$ cat config.mk
export PLATFORM = sky130hd
export DESIGN_NAME = dma_word_seq
export DESIGN_NICKNAME = d
export VERILOG_FILES = /design/src/rtl/dma_seq_pkg.sv /design/src/rtl/dma_word_ctr.sv /design/src/rtl/dma_req_flag.sv /design/src/rtl/dma_seq_fsm.sv /design/src/rtl/dma_word_seq.sv
export SDC_FILE = /design/constraint.sdc
export NUM_CORES = 1
export LEC_CHECK = 0
export BUFFER_PORTS_ARGS = -buffer_cell sky130_fd_sc_hd__buf_4
export CORE_MARGIN = 2
export CORE_UTILIZATION = 27
export CTS_CLUSTER_DIAMETER = 40
export DETAILED_ROUTE_END_ITERATION = 8
export PLACE_DENSITY_LB_ADDON = 0.12
export SYNTH_ARGS = -nofsm -noshare
export SYNTH_HDL_FRONTEND = slang
export SYNTH_SLANG_ARGS = --single-unit
$ cat constraint.sdc
create_clock -name clk -period 2.18 [get_ports clk]
set_input_delay 0.109 -clock clk [delete_from_list [all_inputs] [get_ports clk]]
set_output_delay 0.109 -clock clk [all_outputs]
set_load 0.05 [all_outputs]
$ cat src/rtl/dma_seq_pkg.sv
package dma_seq_pkg;

    typedef enum logic [2:0] {
        ST_IDLE,
        ST_ASK,
        ST_YIELD,
        ST_MOVE,
        ST_TAIL,
        ST_PREASK
    } seq_state_t;

endpackage

$ cat src/rtl/dma_word_ctr.sv
module dma_word_ctr #(
    parameter int SECTOR_WORDS = 256,
    localparam int CNT_W = $clog2(SECTOR_WORDS + 1),
    localparam int AW    = $clog2(SECTOR_WORDS)
) (
    input  logic             clk,
    input  logic             rst_n,
    input  logic             load,
    input  logic             step,
    output logic [CNT_W-1:0] words_left,
    output logic [AW-1:0]    addr,
    output logic             empty
);

    always_ff @(posedge clk) begin
        if (!rst_n) begin
            words_left <= '0;
            addr       <= '0;
        end else if (load) begin
            words_left <= CNT_W'(SECTOR_WORDS);
            addr       <= '0;
        end else if (step && (words_left != '0)) begin
            words_left <= words_left - 1'b1;
            addr       <= addr + 1'b1;
        end
    end

    assign empty = (words_left == '0);

endmodule

$ cat src/rtl/dma_req_flag.sv
module dma_req_flag (
    input  logic clk,
    input  logic rst_n,
    input  logic set_req,
    input  logic allow,
    input  logic clr,
    output logic flag
);

    // Completion clears the flag with priority over a new set.
    always_ff @(posedge clk) begin
        if (!rst_n) begin
            flag <= 1'b0;
        end else if (clr) begin
            flag <= 1'b0;
        end else if (set_req && allow) begin
            flag <= 1'b1;
        end
    end

endmodule

$ cat src/rtl/dma_seq_fsm.sv
module dma_seq_fsm
    import dma_seq_pkg::*;
(
    input  logic clk,
    input  logic rst_n,
    input  logic flag,
    input  logic empty,
    input  logic early_en,
    input  logic dir_to_host,
    input  logic gnt,
    input  logic preempt,
    output logic move,
    output logic req,
    output logic rd,
    output logic wr,
    output logic oe,
    output logic we
);

    seq_state_t state, nxt;

    always_ff @(posedge clk) begin
        if (!rst_n) begin
            state <= ST_IDLE;
        end else begin
            state <= nxt;
        end
    end

    always_comb begin
        nxt = state;
        unique case (state)
            ST_IDLE: begin
                if (flag && !empty) nxt = ST_ASK;
            end
            ST_ASK: begin
                if (gnt)          nxt = ST_MOVE;
                else if (preempt) nxt = ST_YIELD;
            end
            ST_YIELD: begin
                if (!preempt) nxt = ST_ASK;
            end
            ST_MOVE: begin
                nxt = ST_TAIL;
            end
            ST_TAIL: begin
                if (!gnt)                                   nxt = ST_IDLE;
                else if (early_en && flag && !empty)        nxt = ST_PREASK;
            end
            ST_PREASK: begin
                if (!gnt) nxt = ST_ASK;
            end
            default: nxt = ST_IDLE;
        endcase
    end

    always_comb begin
        move = 1'b0;
        req  = 1'b0;
        rd   = 1'b0;
        wr   = 1'b0;
        oe   = 1'b0;
        we   = 1'b0;
        unique case (state)
            ST_ASK, ST_PREASK: req = 1'b1;
            ST_MOVE: begin
                move = 1'b1;
                wr   = dir_to_host;
                oe   = dir_to_host;
                rd   = !dir_to_host;
                we   = !dir_to_host;
            end
            default: ;
        endcase
    end

endmodule

$ cat src/rtl/dma_word_seq.sv
module dma_word_seq #(
    parameter int SECTOR_WORDS = 256,
    parameter int DATA_W       = 16,
    localparam int CNT_W = $clog2(SECTOR_WORDS + 1),
    localparam int AW    = $clog2(SECTOR_WORDS)
) (
    input  logic              clk,
    input  logic              rst_n,
    input  logic              sec_load,
    input  logic              dir_to_host,
    input  logic              early_req_en,
    input  logic              flag_set,
    output logic              req_flag,
    output logic              sector_done,
    output logic [CNT_W-1:0]  words_left,
    output logic [AW-1:0]     buf_addr,
    input  logic [DATA_W-1:0] buf_rdata,
    output logic [DATA_W-1:0] buf_wdata,
    output logic              buf_we,
    output logic              bus_req,
    input  logic              bus_gnt,
    input  logic              bus_preempt,
    input  logic [DATA_W-1:0] bus_din,
    output logic [DATA_W-1:0] bus_dout,
    output logic              bus_oe,
    output logic              bus_rd,
    output logic              bus_wr,
    output logic              bus_burst
);

    logic move;
    logic empty;

    dma_word_ctr #(.SECTOR_WORDS(SECTOR_WORDS)) u_ctr (
        .clk        (clk),
        .rst_n      (rst_n),
        .load       (sec_load),
        .step       (move),
        .words_left (words_left),
        .addr       (buf_addr),
        .empty      (empty)
    );

    dma_req_flag u_flag (
        .clk     (clk),
        .rst_n   (rst_n),
        .set_req (flag_set),
        .allow   (!empty),
        .clr     (move),
        .flag    (req_flag)
    );

    dma_seq_fsm u_fsm (
        .clk         (clk),
        .rst_n       (rst_n),
        .flag        (req_flag),
        .empty       (empty),
        .early_en    (early_req_en),
        .dir_to_host (dir_to_host),
        .gnt         (bus_gnt),
        .preempt     (bus_preempt),
        .move        (move),
        .req         (bus_req),
        .rd          (bus_rd),
        .wr          (bus_wr),
        .oe          (bus_oe),
        .we          (buf_we)
    );

    assign sector_done = empty;
    assign buf_wdata   = bus_din;
    assign bus_dout    = bus_oe ? buf_rdata : '0;
    assign bus_burst   = 1'b0;

endmodule

==> metrics.yaml, run 1 <==
sta:
  fmaxAchievable_ghz: 0.511
  timing.max_slew.rel_slack_pct: 59.1
  finalHoldViolations: 0
  rsz0062_at_grt: "false"
  worst_pin_slew_ps: 613
  finalCriticalPeriod_ps: 1960
  fraction_of_the_cycle_the_final_worst_path_needs_pct: 89.8
  report.final.setup_viol: 0
  fin_worst_skew_ps: 7.26
  fin_tns_setup_ps: 0
  timing.final.max_slew_violations: 0
cells_and_area:
  num-fill-cells: 522
  antennaDiodeCount: 0
  finish.utilization_pct: 36.4
  most-common-layout-cells: "65 x sky130_fd_sc_hd__buf_4, 21 x sky130_fd_sc_hd__dfxtp_1, 16 x sky130_fd_sc_hd__and3_1"
  drive_gt1_share_pct: 39.5
  area.growth.synth_to_final_pct: 31.1
  final_area_um2: 1840
  final_common_cell: "sky130_fd_sc_hd__buf_4"
  stdcell_count: 275
  nNetsFinal: 248
route:
  drt_pass1_iterations: 4
  finalWirelength_mm: 3.60
  final_antenna_net_count: 0
  drtIter0Drc: 62
  vias_after_detailed_routing: 1262
  detail_route.vias_per_cell: 4.59
  detail_routed_net_length_per_standard_cell_um: 13.1
  route.detailed.drc: 0
critical_path:
  setup.worst_path.start_class: "register"
  cp_common_cell: "sky130_fd_sc_hd__inv_1"
  slowest_stage: "sky130_fd_sc_hd__nor4b_4"
  cp_top_family: "simple AND/OR/NAND/NOR gates"
  critical_path_class: "register to output port"
  cp_cell_sequence: "inv_1 -> ha_1 -> nor4b_4 -> nand2_2 -> inv_1 -> buf_4"
  path_max_fanout: 8
  arrival_ps: 1850
  timing.critical_path.buf_inv: 3
  critical_path_sink_type: "output port"
  critical_path.max_stage_delay_ps: 520
  required_ps: 2070
placed_design:
  routabilityCongestion: 0.719
  placement.cell_area_um2: 1790
  numPortBuffers: 63
  placedCellCount: 271
  place_hpwl_mm: 2.82
synthesis:
  syn-num-nets: 203
  seq_area_frac_synth_pct: 30.0
  yosys_warnings: 0
  synth.avg_cell_area_um2: 8.70
  syn-cell-area_um2: 1400
  synth-seq-cells: 21
  edff_count_synth: 0
  synth.distinct_cells: 47
  postSynthCellCount: 161
  synth_async_sr_flop_share_pct: 0
  synth-main-ff-cell: "sky130_fd_sc_hd__dfxtp_1"
power:
  power.leakage_nw: 0.868
  worst_ir_drop_vdd_v: 0.000183
  power.density_cell_area_nw_per_um2: 436
global_route:
  antenna_found_initial: 0
  gr-usage-all-layers_pct: 12.3
  first_global_vias: 1241
  first_pass_grt_wire_length_mm: 6.01
  grt_start_max_net_pins: 19
  globalRouteOverflowTotal: 0
clocking:
  cts.sink_count: 21
  max-clock-path-buffers: 2
  cts_buf_count: 3
  clk-insertion-delay-late_ps: 260
  h-tree-depth: 1
  cts.repair_timing.setup_buffer_count: 0
  cts_hold_repair.buffers: 0
  cts_tree: "yes"
  post_cts_resized: 0
  clk_transition_reported_paths_ps: 80
  clock_tree.root_cell: "sky130_fd_sc_hd__clkbuf_8"
min_path:
  hold_path.class: "input port to register"
die:
  fp.dieArea_um2: 5780
  die_h_um: 76.0
  initial_utilization_pct: 27.8
  die_w_um: 76.0
  rows: 26
  boundaryPins: 97
  core_region_area_um2: 5040
outcome:
  status: "complete, no violations"
job:
  timing.max_cap.violations: 0
routing by layer:
metal / vias up / wire length (um) / global-route usage (%)
met2: 31 / 1750 / 20.6
met5: - / 0 / 0
li1: 643 / - / -
met1: 582 / 1620 / 15.6
met4: 0 / 23 / 3.82
met3: 6 / 212 / 3.20
logic make-up after synthesis:
logic type,share of synthesized area [%]
flops,30.0
simple gates,30.1
mux,0.715
buf+inv,14.3
fa+ha+maj,1.79
compound gates,17.8
other cells,0.268
xor+xnor,5.00
final timing paths:
kind         slack [ps]  depth (start not counted)                 from                   to
min reg2reg         520                          2        u_ctr.addr[6]        u_ctr.addr[6]
max                 220                          6  u_ctr.words_left[0]          sector_done
min                 100                          2             sec_load  u_ctr.words_left[8]
max reg2reg         270                          6  u_ctr.words_left[0]       u_fsm.state[0]
Yosys cell counts, types with 2 or more instances:
cell type | instances | share of area (%)
sky130_fd_sc_hd__and2_1 | 2 | 0.89
sky130_fd_sc_hd__and3b_1 | 2 | 1.3
sky130_fd_sc_hd__inv_1 | 4 | 1.1
sky130_fd_sc_hd__o21ai_0 | 5 | 1.8
sky130_fd_sc_hd__a21oi_1 | 6 | 2.1
sky130_fd_sc_hd__or4_1 | 2 | 1.1
sky130_fd_sc_hd__nand2b_1 | 2 | 0.89
sky130_fd_sc_hd__nand3_1 | 3 | 1.1
sky130_fd_sc_hd__nor3b_1 | 2 | 1.1
sky130_fd_sc_hd__a211oi_1 | 6 | 3.2
sky130_fd_sc_hd__ha_1 | 2 | 1.8
sky130_fd_sc_hd__o31ai_1 | 2 | 1.1
sky130_fd_sc_hd__nor2_1 | 15 | 4.0
sky130_fd_sc_hd__or3_1 | 2 | 0.89
sky130_fd_sc_hd__clkbuf_1 | 2 | 0.54
sky130_fd_sc_hd__and3_1 | 16 | 7.1
sky130_fd_sc_hd__a31o_2 | 2 | 1.3
sky130_fd_sc_hd__nand2_1 | 9 | 2.4
sky130_fd_sc_hd__buf_4 | 21 | 11
sky130_fd_sc_hd__nor2b_1 | 3 | 1.3
sky130_fd_sc_hd__xnor2_1 | 7 | 4.4
sky130_fd_sc_hd__dfxtp_1 | 21 | 30
report_power, final:
| part | internal [mW] | switching, mW | leakage (nW) |
|---|---|---|---|
| clock network | 0.130 | 0.122 | 0.0228 |
| registers | 0.391 | 0.0175 | 0.170 |
| logic | 0.0604 | 0.0797 | 0.675 |
registers in the layout, summed over array words and instances (netlist names):
register,flops
u_ctr.words_left,9
u_flag.flag,1
u_fsm.state,3
u_ctr.addr,8
layout make-up:
class | instances | area [um^2] | share of cell area (%)
Clock buffer | 4 | 45.0 | 2.45
Inverter | 4 | 15.0 | 0.818
Multi-Input combinational cell | 111 | 779 | 42.5
Sequential cell | 21 | 420 | 22.9
Tap cell | 70 | 87.6 | 4.77
Timing Repair Buffer | 65 | 488 | 26.6
through the flow:
step	setup WS, ps	power, mW	hold WS [ps]
2_1_floorplan	98.1	0.579	223
3_3_place_gp	351	0.555	218
3_5_place_dp	273	0.558	218
4_1_cts	197	0.816	91.8
5_1_grt	51.4	0.847	98.6
6_report	222	0.801	98.2
Power figures use the tool's default switching activity.
==> inputs of run 2 (changes only) <==
==> constraint.sdc (replaced) <==
create_clock -name clk -period 2.18 [get_ports clk]
set_input_delay 0 -clock clk [delete_from_list [all_inputs] [get_ports clk]]
set_output_delay 0 -clock clk [all_outputs]
set_load 0.05 [all_outputs]
==> metrics.yaml, run 2 (synthesis results as in run 1) <==
sta:
  fin_worst_skew_ps: 7.50  # +0.237 ps
  report.final.setup_viol: 0  # unchanged
  post-route-worst-setup-slack_ps: 272  # +50.3 ps
  finalHoldViolations: 0  # unchanged
  fraction_of_the_cycle_the_final_worst_path_needs_pct: 87.5  # -2.3 points
  worst_pin_slew_ps: 615  # +1.40 ps
  timing.max_slew.rel_slack_pct: 59.0  # -0.093 points
  timing.final.max_slew_violations: 0  # unchanged
  finalCriticalPeriod_ps: 1910  # -50.3 ps
  fin_tns_setup_ps: 0  # unchanged
  hold_ws_ps: 0.0186  # -98.2 ps
  fmaxAchievable_ghz: 0.524  # +2.6%
  rsz0062_at_grt: "false"
cells_and_area:
  registers.top_by_ff_count: "u_ctr.words_left"
  finish.utilization_pct: 36.8  # +0.40 points
  largest_register_ffs: 9  # unchanged
  drive_gt1_share_pct: 39.1  # -0.38 points
  nNetsFinal: 250  # +0.81%
  stdcell_count: 277  # +0.73%
  layout_top_registers: "u_ctr.words_left: 9 flops, u_ctr.addr: 8 flops, u_fsm.state: 3 flops"
  most-common-layout-cells: "65 x sky130_fd_sc_hd__buf_4, 21 x sky130_fd_sc_hd__dfxtp_1, 16 x sky130_fd_sc_hd__and3_1"
  final_common_cell: "sky130_fd_sc_hd__buf_4"
  final_area_um2: 1860  # +1.1%
  area.growth.synth_to_final_pct: 32.5
  antennaDiodeCount: 0  # unchanged
clocking:
  clock_tree.root_cell: "sky130_fd_sc_hd__clkbuf_8"
  max-clock-path-buffers: 2  # unchanged
  cts_tree: "yes"
  post_cts_resized: 0  # unchanged
  clk_transition_reported_paths_ps: 80  # about the same
  h-tree-depth: 1  # unchanged
  clk-insertion-delay-late_ps: 260  # about the same
  cts_buf_count: 3  # unchanged
  cts.repair_timing.setup_buffer_count: 0  # unchanged
  cts.sink_count: 21  # unchanged
die:
  fp.dieArea_um2: 5780  # unchanged
  die_h_um: 76.0  # unchanged
  rows: 26  # unchanged
  core_region_area_um2: 5040  # unchanged
  boundaryPins: 97  # unchanged
  initial_utilization_pct: 27.8  # unchanged
  die_w_um: 76.0  # unchanged
critical_path:
  arrival_ps: 2050  # +200 ps
  critical_path_sink_type: "register"
  setup.worst_path.start_class: "register"
  path_max_fanout: 8  # unchanged
  critical_path_class: "register to register"
  required_ps: 2320  # +250 ps
  r2r_cells: 6  # unchanged
placed_design:
  placement.cell_area_um2: 1790  # unchanged
  routabilityCongestion: 0.719  # unchanged
  preCtsSetupSlack_ps: 273  # unchanged
  placedCellCount: 271  # unchanged
  numPortBuffers: 63  # unchanged
  place_hpwl_mm: 2.82  # unchanged
route:
  drtIter0Drc: 55  # -11%
  vias_after_detailed_routing: 1272  # +0.79%
  detail_route.vias_per_cell: 4.59  # about the same
  drt_pass1_iterations: 4  # unchanged
  final_antenna_net_count: 0  # unchanged
  finalWirelength_mm: 3.62  # +0.50%
  route.detailed.drc: 0  # unchanged
  detail_routed_net_length_per_standard_cell_um: 13.1  # -0.23%
power:
  fin_total_pwr_uw: 804  # +0.39%
  power.density_cell_area_nw_per_um2: 433  # -0.69%
  power.leakage_nw: 0.876  # +0.96%
  worst_ir_drop_vdd_v: 0.000183  # +0.15%
global_route:
  antenna_found_initial: 0  # unchanged
  first_global_vias: 1247  # +0.48%
  first_pass_grt_wire_length_mm: 6.01  # unchanged
  globalRouteOverflowTotal: 0  # unchanged
  grt_start_max_net_pins: 19  # unchanged
  gr-usage-all-layers_pct: 12.3  # unchanged
min_path:
  hold_path_depth: 0  # -2
  hold_path.class: "input port to output port"
job:
  timing.max_cap.violations: 0  # unchanged
outcome:
  status: "complete, no violations"
[run 2: cell count changes in the layout (fill, tap and decap cells not counted)]
cell                            change
sky130_fd_sc_hd__dlygate4sd3_1      +2
[run 2: area by class of cell]
cell class / count / area (um^2)
fill: 521 / 3190
inverter: 4 / 15.0
timing repair buffer: 67 / 508
sequential: 21 / 420
multi-input combinational: 111 / 779
tap: 70 / 87.6
clock buffer: 4 / 45.0
[run 2: power by group]
part	total, mW	internal (mW)	switching (mW)
logic	0.143	0.0628	0.0803
clock network	0.253	0.130	0.123
registers	0.408	0.391	0.0172
total	0.804	0.584	0.220
[run 2: critical path, stage by stage, from the launching register on]
cell	delay [ps]
sky130_fd_sc_hd__dfxtp_1	360
sky130_fd_sc_hd__inv_1	70
sky130_fd_sc_hd__ha_1	200
sky130_fd_sc_hd__nor4b_4	520
sky130_fd_sc_hd__nand2_2	160
sky130_fd_sc_hd__a2111oi_2	370
sky130_fd_sc_hd__o21ai_1	100
[run 2: per-layer routing]
layer / up-vias / global-route usage (%) / routed length [um]
li1: 647 / - / -
met1: 586 / 15.7 / 1630
met2: 33 / 20.6 / 1760
met3: 6 / 3.08 / 206
met4: 0 / 3.82 / 23
met5: - / 0 / 0
[run 2: worst paths after layout]
kind | startpoint | to | slack [ps]
max reg2reg | u_ctr.words_left[0] | u_fsm.state[0] | 270
min | bus_din[1] | buf_wdata[1] | 0.02
min reg2reg | u_ctr.addr[6] | u_ctr.addr[6] | 520
max | u_ctr.words_left[0] | u_fsm.state[0] | 270
[run 2: timing repair]
action | 4_1_cts | 5_1_grt
hold buffers | 2 | 0
endpoints found under the hold margin | 2 | 0
setup endpoints to repair | 0 | 0
